<file path="src/rtl/pix_da_pkg.sv">
package pix_da_pkg;
    localparam int COMP_W = 8;
    localparam int FRAC_W = 5;
    localparam int TBL_W  = 13;
    localparam int ACC_W  = 18;
    localparam int N_CH   = 3;
    localparam int CNT_W  = $clog2(COMP_W);

    typedef enum logic [1:0] {
        ST_IDLE,
        ST_SHIFT,
        ST_FINAL
    } da_state_e;

    // Matrix coefficients in units of 2^-FRAC_W; column 3 is the offset.
    localparam int FWD_K [0:2][0:3] = '{
        '{  8,  16,   3,   512},
        '{ 14, -12,  -2,  4096},
        '{ -5,  -9,  14,  4096}
    };
    localparam int INV_K [0:2][0:3] = '{
        '{ 37,  51,   0, -7133},
        '{ 37, -26, -13,  4340},
        '{ 37,   0,  65, -8858}
    };

    function automatic int coef(input logic dir, input int row, input int col);
        return dir ? INV_K[row][col] : FWD_K[row][col];
    endfunction

    // Sum of the coefficients picked by the three address bits.
    function automatic int table_entry(input logic dir, input int row, input int addr);
        int s;
        s = 0;
        for (int c = 0; c < N_CH; c++) begin
            if (((addr >> c) & 1) == 1) s += coef(dir, row, c);
        end
        return s;
    endfunction

    // Offset plus one half of an output LSB.
    function automatic int preload_val(input logic dir, input int row);
        return coef(dir, row, 3) + (1 << (FRAC_W - 1));
    endfunction
endpackage

</file>
<file path="src/rtl/pix_da_rom_bank.sv">
module pix_da_rom_bank
    import pix_da_pkg::*;
(
    input  logic                    dir,
    input  logic [N_CH-1:0]         addr,
    output logic signed [TBL_W-1:0] part [0:N_CH-1]
);
    localparam int DEPTH = 1 << N_CH;

    logic signed [TBL_W-1:0] rom_fwd [0:N_CH-1][0:DEPTH-1];
    logic signed [TBL_W-1:0] rom_inv [0:N_CH-1][0:DEPTH-1];

    for (genvar r = 0; r < N_CH; r++) begin : g_row
        for (genvar a = 0; a < DEPTH; a++) begin : g_ent
            localparam logic signed [TBL_W-1:0] E_FWD = TBL_W'(table_entry(1'b0, r, a));
            localparam logic signed [TBL_W-1:0] E_INV = TBL_W'(table_entry(1'b1, r, a));
            assign rom_fwd[r][a] = E_FWD;
            assign rom_inv[r][a] = E_INV;
        end
        assign part[r] = dir ? rom_inv[r][addr] : rom_fwd[r][addr];
    end
endmodule

</file>
<file path="src/rtl/pix_da_serializer.sv">
module pix_da_serializer
    import pix_da_pkg::*;
(
    input  logic              clk,
    input  logic              rst_n,
    input  logic              load_en,
    input  logic              shift_en,
    input  logic [COMP_W-1:0] in0,
    input  logic [COMP_W-1:0] in1,
    input  logic [COMP_W-1:0] in2,
    output logic [N_CH-1:0]   addr
);
    logic [COMP_W-1:0] sh_q [0:N_CH-1];
    logic [COMP_W-1:0] src  [0:N_CH-1];

    assign src[0] = in0;
    assign src[1] = in1;
    assign src[2] = in2;

    for (genvar c = 0; c < N_CH; c++) begin : g_lane
        always_ff @(posedge clk) begin
            if (!rst_n) begin
                sh_q[c] <= '0;
            end else if (load_en) begin
                sh_q[c] <= src[c];
            end else if (shift_en) begin
                sh_q[c] <= {1'b0, sh_q[c][COMP_W-1:1]};
            end
        end
        assign addr[c] = sh_q[c][0];
    end
endmodule

</file>
<file path="src/rtl/pix_da_accum.sv">
module pix_da_accum
    import pix_da_pkg::*;
#(
    parameter int ROW = 0
) (
    input  logic                    clk,
    input  logic                    rst_n,
    input  logic                    load_en,
    input  logic                    load_dir,
    input  logic                    shift_en,
    input  logic                    capture_en,
    input  logic [CNT_W-1:0]        shamt,
    input  logic signed [TBL_W-1:0] part,
    output logic [COMP_W-1:0]       result
);
    localparam int WH_W = ACC_W - FRAC_W;
    localparam logic signed [ACC_W-1:0] PRE_FWD = ACC_W'(preload_val(1'b0, ROW));
    localparam logic signed [ACC_W-1:0] PRE_INV = ACC_W'(preload_val(1'b1, ROW));
    localparam logic signed [WH_W-1:0]  MAX_V   = WH_W'((1 << COMP_W) - 1);

    logic signed [ACC_W-1:0] acc_q;
    logic signed [ACC_W-1:0] term;
    logic signed [WH_W-1:0]  whole;
    logic [COMP_W-1:0]       clamped;
    logic [COMP_W-1:0]       res_q;

    assign term  = ACC_W'(part) <<< shamt;
    assign whole = $signed(acc_q[ACC_W-1:FRAC_W]);

    always_comb begin
        if (whole < 0)          clamped = '0;
        else if (whole > MAX_V) clamped = '1;
        else                    clamped = whole[COMP_W-1:0];
    end

    always_ff @(posedge clk) begin
        if (!rst_n) begin
            acc_q <= '0;
        end else if (load_en) begin
            acc_q <= load_dir ? PRE_INV : PRE_FWD;
        end else if (shift_en) begin
            acc_q <= acc_q + term;
        end
    end

    always_ff @(posedge clk) begin
        if (!rst_n)          res_q <= '0;
        else if (capture_en) res_q <= clamped;
    end

    assign result = res_q;
endmodule

</file>
<file path="src/rtl/pix_da_ctrl.sv">
module pix_da_ctrl
    import pix_da_pkg::*;
(
    input  logic             clk,
    input  logic             rst_n,
    input  logic             load,
    input  logic             dir_sel,
    output logic             load_en,
    output logic             shift_en,
    output logic             capture_en,
    output logic [CNT_W-1:0] shamt,
    output logic             busy,
    output logic             dir_q,
    output logic             done
);
    localparam logic [CNT_W-1:0] LAST_BIT = CNT_W'(COMP_W - 1);

    da_state_e        state_q, state_d;
    logic [CNT_W-1:0] cnt_q;
    logic             done_q;

    always_ff @(posedge clk) begin
        if (!rst_n) begin
            state_q <= ST_IDLE;
            cnt_q   <= '0;
            dir_q   <= 1'b0;
            done_q  <= 1'b0;
        end else begin
            state_q <= state_d;
            done_q  <= capture_en;
            if (load_en) begin
                cnt_q <= '0;
                dir_q <= dir_sel;
            end else if (shift_en) begin
                cnt_q <= cnt_q + 1'b1;
            end
        end
    end

    always_comb begin
        state_d    = state_q;
        load_en    = 1'b0;
        shift_en   = 1'b0;
        capture_en = 1'b0;
        unique case (state_q)
            ST_IDLE: begin
                if (load) begin
                    load_en = 1'b1;
                    state_d = ST_SHIFT;
                end
            end
            ST_SHIFT: begin
                shift_en = 1'b1;
                if (cnt_q == LAST_BIT) state_d = ST_FINAL;
            end
            ST_FINAL: begin
                capture_en = 1'b1;
                if (load) begin
                    load_en = 1'b1;
                    state_d = ST_SHIFT;
                end else begin
                    state_d = ST_IDLE;
                end
            end
            default: state_d = ST_IDLE;
        endcase
    end

    assign shamt = cnt_q;
    assign busy  = (state_q == ST_SHIFT);
    assign done  = done_q;
endmodule

</file>
<file path="src/rtl/pix_da_conv.sv">
module pix_da_conv
    import pix_da_pkg::*;
(
    input  logic              clk,
    input  logic              rst_n,
    input  logic              load,
    input  logic              dir_sel,
    input  logic [COMP_W-1:0] comp0_in,
    input  logic [COMP_W-1:0] comp1_in,
    input  logic [COMP_W-1:0] comp2_in,
    output logic [COMP_W-1:0] comp0_out,
    output logic [COMP_W-1:0] comp1_out,
    output logic [COMP_W-1:0] comp2_out,
    output logic              done
);
    logic                    load_en, shift_en, capture_en, busy, dir_q;
    logic [CNT_W-1:0]        shamt;
    logic [N_CH-1:0]         addr;
    logic signed [TBL_W-1:0] part [0:N_CH-1];
    logic [COMP_W-1:0]       res  [0:N_CH-1];

    pix_da_ctrl u_ctrl (
        .clk(clk), .rst_n(rst_n), .load(load), .dir_sel(dir_sel),
        .load_en(load_en), .shift_en(shift_en), .capture_en(capture_en),
        .shamt(shamt), .busy(busy), .dir_q(dir_q), .done(done)
    );

    pix_da_serializer u_ser (
        .clk(clk), .rst_n(rst_n), .load_en(load_en), .shift_en(shift_en),
        .in0(comp0_in), .in1(comp1_in), .in2(comp2_in), .addr(addr)
    );

    pix_da_rom_bank u_rom (
        .dir(dir_q), .addr(addr), .part(part)
    );

    for (genvar r = 0; r < N_CH; r++) begin : g_acc
        pix_da_accum #(.ROW(r)) u_acc (
            .clk(clk), .rst_n(rst_n), .load_en(load_en), .load_dir(dir_sel),
            .shift_en(shift_en), .capture_en(capture_en), .shamt(shamt),
            .part(part[r]), .result(res[r])
        );
    end

    assign comp0_out = res[0];
    assign comp1_out = res[1];
    assign comp2_out = res[2];
endmodule

</file>
<file path="config.mk">
export PLATFORM = sky130hd
export DESIGN_NAME = pix_da_conv
export DESIGN_NICKNAME = d
export VERILOG_FILES = /design/src/rtl/pix_da_pkg.sv /design/src/rtl/pix_da_rom_bank.sv /design/src/rtl/pix_da_serializer.sv /design/src/rtl/pix_da_accum.sv /design/src/rtl/pix_da_ctrl.sv /design/src/rtl/pix_da_conv.sv
export SDC_FILE = /design/constraint.sdc
export NUM_CORES = 1
export LEC_CHECK = 0
export BUFFER_PORTS_ARGS = -buffer_cell sky130_fd_sc_hd__buf_2
export CAP_MARGIN = 20
export CORE_MARGIN = 2
export CORE_UTILIZATION = 50
export DETAILED_ROUTE_END_ITERATION = 8
export HOLD_SLACK_MARGIN = 0.06
export PLACE_DENSITY = 0.67
export SYNTH_ARGS = -nofsm -noshare
export SYNTH_HDL_FRONTEND = slang
export SYNTH_HIERARCHICAL = 1
export SYNTH_SLANG_ARGS = --single-unit
</file>
<file path="constraint.sdc">
create_clock -name clk -period 4.52 [get_ports clk]
set_input_delay 0.904 -clock clk [delete_from_list [all_inputs] [get_ports clk]]
set_output_delay 0.904 -clock clk [all_outputs]
set_load 0.1 [all_outputs]
</file>
-- After elaboration in Yosys (flattened, before gate mapping)
Memory sizes are Yosys's and may differ from the RTL's.
Cells that the tools add are included.
- register bits after elaboration: 85
- RAM bits: 24
- ROM bits: 624
- output and inout port bits: 25
- memories: 7
- memories (memory ; words ; width ; read ports ; clocked after Yosys merged registers in ; write ports ; line ; text):
    (no name shown) ; 8 ; 13 ; 1 ; 0 ; 0 ; pix_da_rom_bank.sv:20 ; assign part[r] = dir ? rom_inv[r][addr] : rom_fwd[r][addr];
    (no name shown) ; 8 ; 13 ; 1 ; 0 ; 0 ; pix_da_rom_bank.sv:20 ;
    (no name shown) ; 8 ; 13 ; 1 ; 0 ; 0 ; pix_da_rom_bank.sv:20 ;
    (no name shown) ; 8 ; 13 ; 1 ; 0 ; 0 ; pix_da_rom_bank.sv:20 ;
    (no name shown) ; 8 ; 13 ; 1 ; 0 ; 0 ; pix_da_rom_bank.sv:20 ;
    (no name shown) ; 8 ; 13 ; 1 ; 0 ; 0 ; pix_da_rom_bank.sv:20 ;
    +1 memories ; n/a ; n/a ; n/a ; n/a ; n/a ; n/a ;
- $add $sub $neg: 4
- $lt $le $gt $ge: 7
- eq/ne operators: 5
- shift operators: 3
- multiplexer cells: 52
- bitwise gates (word level): 8
- reduce and logical (&&, ||, !) cells: 5
- operators by type and width (kind ; count):
    13-bit 2-to-1 mux ; 15
    18-bit 2-to-1 mux ; 8
    8-bit 2-to-1 mux ; 12
    18-bit adder ; 3
    13-bit by 3-bit <<< shifter with 18-bit output ; 3
    13-bit by 9-bit greater-than comparator with 1-bit output, second input constant ; 3
    13-bit by 1-bit less-than comparator with 1-bit output, second input constant ; 3
    1-bit 2-to-1 mux ; 13
    9-bit 2-to-1 mux ; 1
    1-bit bitwise OR ; 6
    2-bit one-hot mux with 3 select lines ; 1
    4-bit >= comparator, second input constant ; 1
    2-bit 2-to-1 mux ; 2
    3-bit inverter with 4-bit output ; 1
    2-bit OR reduction ; 2
    3-bit by 1-bit adder with 3-bit output, second input constant ; 1
    3-bit equality test, second input constant ; 1
    2-bit by 1-bit equality test with 1-bit output, second input constant ; 1
    2-bit equality test, second input constant ; 1
    2-bit zero test ; 1
    2-bit by 1-bit inequality test with 1-bit output, second input constant ; 1
    2-bit inequality test, second input constant ; 1
    2-bit AND reduction ; 1
    2-bit nonzero test ; 1
    1-bit inverter ; 1

-- Logic depth before layout (Yosys ltp)
An unclocked memory read counts as a cell.
- word-level depth: 10
- depth in mapped cells: 20

-- Cells and area by module
The synthesis kept the hierarchy.
- by module, submodules not included (module ; times used ; cells each ; area an instance (µm²)):
    pix_da_accum (g_acc[0].u_acc) ; 1 ; 330 ; 2506.2
    pix_da_accum (g_acc[2].u_acc) ; 1 ; 309 ; 2411.1
    pix_da_accum (g_acc[1].u_acc) ; 1 ; 306 ; 2406.1
    pix_da_serializer ; 1 ; 107 ; 1202.4
    pix_da_rom_bank ; 1 ; 76 ; 533.0
    pix_da_ctrl ; 1 ; 31 ; 307.8

-- Worst setup path before layout
OpenSTA, ideal clock, no wires.
- path kind: flip-flop to flip-flop
- from: register u_ctrl.cnt_q[1], in the netlist u_ctrl/shamt[1]
- to: register g_acc[1].u_acc.acc_q[16]
- arrival: 3472 ps
- data required time: 4398 ps
- path slack: 926 ps
- cell stages (with the launch flop): 15
- cells stage by stage: dfxtp_1 buf_1 clkbuf_1 nand3b_1 o21ai_1 and2_1 ha_1 nor2b_4 o31a_4 a311oi_4 o21bai_4 a31oi_1 nor4b_2 mux2i_1 a311o_1
- cells in the longest elaborated chain, start to end: 4
- ends and longest elaborated chain (what ; line ; text):
    start: declaration ; pix_da_ctrl.sv:19 ; logic [CNT_W-1:0] cnt_q;
    start signal: assignment ; pix_da_ctrl.sv:35 ; cnt_q <= cnt_q + 1'b1;
    13-bit by 3-bit <<< shifter with 18-bit output ; pix_da_accum.sv:27 ; assign term = ACC_W'(part) <<< shamt;
    18-bit adder ; pix_da_accum.sv:42 ; acc_q <= acc_q + term;
    18-bit 2-to-1 mux ; pix_da_accum.sv:41 ; end else if (shift_en) begin
    18-bit 2-to-1 mux ; pix_da_accum.sv:39 ; end else if (load_en) begin
    end signal: assignment ; pix_da_accum.sv:40 ; acc_q <= load_dir ? PRE_INV : PRE_FWD;
    end signal: assignment ; pix_da_accum.sv:42 ;
    end: declaration ; pix_da_accum.sv:21 ; logic signed [ACC_W-1:0] acc_q;
Every way passes these cells. The select of a mux whose other input is x is not followed.
A chain may end at the register's enable or synchronous reset.

==> run_results.csv <==
group,metric,value,unit
worst_setup_path,worstPathRequired,4.77,ns
power,design_power_total,3.22,mW
worst_setup_path,crit_path_max_incr_delay,0.51,ns
grt,grt_overflow,0,
worst_setup_path,endpoint_kind,"register",
power,swShare,38.8,%
grt,use_met3,3.87,%
detailed_routing,wl_per_cell,16.1,microns
synthesis,async_flop_share,0,%
clocking,cts_tree,"yes",
die,rows,50,
detailed_routing,firstDrtPassIters,5,
finish,antenna_cells,0,
worst_setup_path,cp_max_fo,8,
clocking,cts_buffers,9,
finish,fillerInstances,1797,
synthesis,synth_ff_type,"dfxtp_1",
power,p_int,1.97,mW
finish,drive_gt1_share,14.5,%
detailed_routing,drtIter0Drc,601,
worst_setup_path,r2r_cells,16,
worst_setup_path,worst-setup-path-type,"register to register",
clocking,clk_latency,0.37,ns
finish,nets,1243,
synthesis,ys_ff_latch,109,
finish,post-route-util,53.2,%
die,core_area,18500,sq um
die,die_w,141,microns
timing,finalSetupTns,0,ns
grt,grt_pass1_wl,37.1,mm
power,seq_power_share,35.4,%
grt,top_usage_layer,"met2",
worst_setup_path,slowest_stage,"edfxtp_1",
min_path,whs_path_depth,2,
run,drv_cap,0,
grt,grtUsageMet1,32.3,%
grt,antenna_found_initial,0,
clocking,hold_buffers,0,
grt,use_met2,35.4,%
synthesis,synth_area,9370,sq um
synthesis,synth.area.top_cells,"dfxtp_1 (18%), mux2i_1 (8.2%), ha_1 (8.0%)",
power,p_clk_share,25.7,%
finish,area_growth,5.16,%
worst_setup_path,worstPathArrival,4.23,ns
grt,grt_pass1_vias,7398,
synthesis,yosysUniqueCellTypes,101,
timing,finalClockSkew,0.0150,ns
synthesis,synth_edf_count,24,
die,dieArea,19800,sq um
worst_setup_path,critPathLaunchType,"register",
timing,drv_slew,0,
placement,dpl.hpwl,16.6,mm
detailed_routing,drt-total-wl,22.4,mm
placement,portBuffers,52,
power,worst_ir_drop_vdd,0.000201,V
power,power.leakage,4.06,nW
detailed_routing,num_vias,8108,
synthesis,synth_top_area_cell,"dfxtp_1",
timing,relSlewSlack,45.0,%
synthesis,yosysTopAreaCellShare,18.2,%
power,power.density,327,nW/um^2
power,p_comb_share,38.9,%
worst_setup_path,worst-path-buf-inv,2,
die,initial_utilization,50.6,%
worst_setup_path,cpMostUsedCell,"mux2i_1",
timing,setup_viol,0,
synthesis,netlist_instances,1159,
status,outcome,"complete, no violations",
clocking,post_cts_resized,0,
timing,period_minus_slack,3.98,ns
grt,grtUsageTotal,22.7,%
detailed_routing,ant_nets,0,
detailed_routing,drc,0,
worst_setup_path,crit_chain,"inv_1 > ha_1 > inv_1 > mux2i_1 > a21oi_1 > mux2i_1 > or3_1 > fa_1 > nor2b_4 > o31a_4 > a311oi_4 > o21bai_4 > a31oi_1 > nor4b_2 > mux2i_1 > a311o_1",
clocking,cts_sinks,109,
clocking,cts_setup_buffers,0,
placement,gp_congestion,0.928,
timing,max_freq,251,MHz
synthesis,avgSynthCellArea,8.08,sq um
clocking,h-tree-depth,3,
power,power.switching,1.25,mW
synthesis,yosys_warnings,6,
worst_setup_path,worst-path-stages,16,
detailed_routing,viasPerCell,5.83,
clocking,cts-root-buf,"clkbuf_16",
die,ios,53,
timing,fin_crit_sh,88.1,%
timing,tightest_slew,0.824,ns
timing,hold_viol,0,
timing,rsz0062_at_grt,"false",
min_path,hold_path.class,"register to register",
worst_setup_path,critPathTopFamily,"compound AO/OA/AOI/OAI gates",
die,die-height,141,microns
synthesis,ys_seq_area_share,25.9,%
clocking,clk_pin_slew_worst_paths,0.08,ns
clocking,cts_buffer_depth,2,
grt,grt_max_degree,84,
finish,multiInputGateArea,6350,sq um
finish,seqCellArea,2430,sq um
## power groups by stage
stage	sequential (mW)	combinational, mW	clock, mW
floorplan	1.12	1.06	0
global route	1.15	1.40	0.892
finish	1.14	1.25	0.829
CTS	1.14	1.24	0.851
detailed placement	1.16	1.23	0
global placement	1.16	1.21	0
## cell usage after synthesis (all sizes together), types with 3 or more instances
library cell	number
nand4b	4
and3	13
mux2i	77
or2	9
a31o	4
o31ai	8
a211oi	17
and2	15
nand2	120
a21oi	71
mux2	21
nor3	24
clkbuf	38
a211o	4
inv	23
xnor2	21
a21o	22
buf	51
nand2b	12
o22ai	8
dfxtp	85
edfxtp	24
a31oi	12
nand3	46
o2111ai	5
nor2	143
xor2	10
nand4	9
or3	7
o21ai	79
o21a	12
ha	60
o32ai	6
o211ai	16
fa	3
a311oi	4
o21bai	7
a21boi	7
nand3b	5
or4	3
nor2b	22
## area by class of cell
class / instances / share of cell area, %
multi-input combinational: 941 / 64.5
sequential: 109 / 24.6
tap: 234 / 2.97
clock buffer: 9 / 2.29
timing repair buffer: 66 / 3.84
inverter: 25 / 0.953
clock inverter: 7 / 0.826
## metal layers
| metal | wire (microns) | share of wire [%] | up-vias |
|---|---|---|---|
| met1 | 11200 | 50 | 3754 |
| met4 | 416 | 1.9 | 0 |
| met5 | 0 | 0 | - |
| li1 | - | - | 4159 |
| met2 | 9840 | 44 | 169 |
| met3 | 937 | 4.2 | 26 |
## registers in the layout, summed over array words and instances (netlist names)
name,flops
u_ctrl/shamt,3
u_ctrl/done,1
g_acc.u_acc/result,24
u_ctrl/state_q,2
g_acc.u_acc/acc_q,54
u_ctrl/dir_q,1
u_ser/sh_q,24
## per-stage QoR
step | cell area [sq um] | cells | setup slack, ns | hold WS [ns]
6_report | 9850 | 1391 | 0.539 | 0.492
2_1_floorplan | 9390 | 1164 | 0.926 | 0.459
3_5_place_dp | 9540 | 1375 | 0.573 | 0.479
5_1_grt | 9850 | 1391 | 0.165 | 0.513
3_3_place_gp | 9540 | 1375 | 0.679 | 0.469
4_1_cts | 9850 | 1391 | 0.559 | 0.491
## logic make-up after synthesis
logic type	Yosys count	synth area share [%]
AOI/OAI and AO/OA	300	22.5
buffers and inverters	114	6.60
adders and majority gates	63	8.66
muxes	98	10.8
DFF	109	25.9
and+or+nand+nor	443	22.7
xor gates and xnor gates	31	2.90
other	1	0.0400
## path summary, 6_finish.rpt
| check | from | endpoint | slack (ns) |
|---|---|---|---|
| hold / removal | g_acc[2].u_acc/result[0]$_SDFFE_PN0P_ | g_acc[2].u_acc/result[0]$_SDFFE_PN0P_ | 0.49 |
| setup reg to reg | u_ser/sh_q[1][0]$_DFFE_PP_ | g_acc[1].u_acc/acc_q[16]$_SDFFE_PN0P_ | 0.54 |
| hold reg to reg | g_acc[2].u_acc/result[0]$_SDFFE_PN0P_ | g_acc[2].u_acc/result[0]$_SDFFE_PN0P_ | 0.49 |
| setup / recovery | u_ser/sh_q[1][0]$_DFFE_PP_ | g_acc[1].u_acc/acc_q[16]$_SDFFE_PN0P_ | 0.54 |
## worst register-to-register path: cells and delay by family (launching register included)
| family | cells | cell delay, ns |
|---|---|---|
| mux | 3 | 0.32 |
| flops | 1 | 0.51 |
| buf+inv | 2 | 0.24 |
| compound gates | 6 | 1.10 |
| simple gates | 3 | 0.86 |
| fa+ha+maj | 2 | 0.83 |
## placed cells by master (no fill, tap or decap), types with 23 or more instances in the layout
master,n
a21oi_1,67
buf_2,52
dfxtp_1,82
edfxtp_1,24
ha_1,60
mux2i_1,77
nand2_1,118
nand3_1,46
nor2_1,141
nor3_1,23
o21ai_0,38
o21ai_1,26
Note: power is estimated with default switching activity, not from simulation.
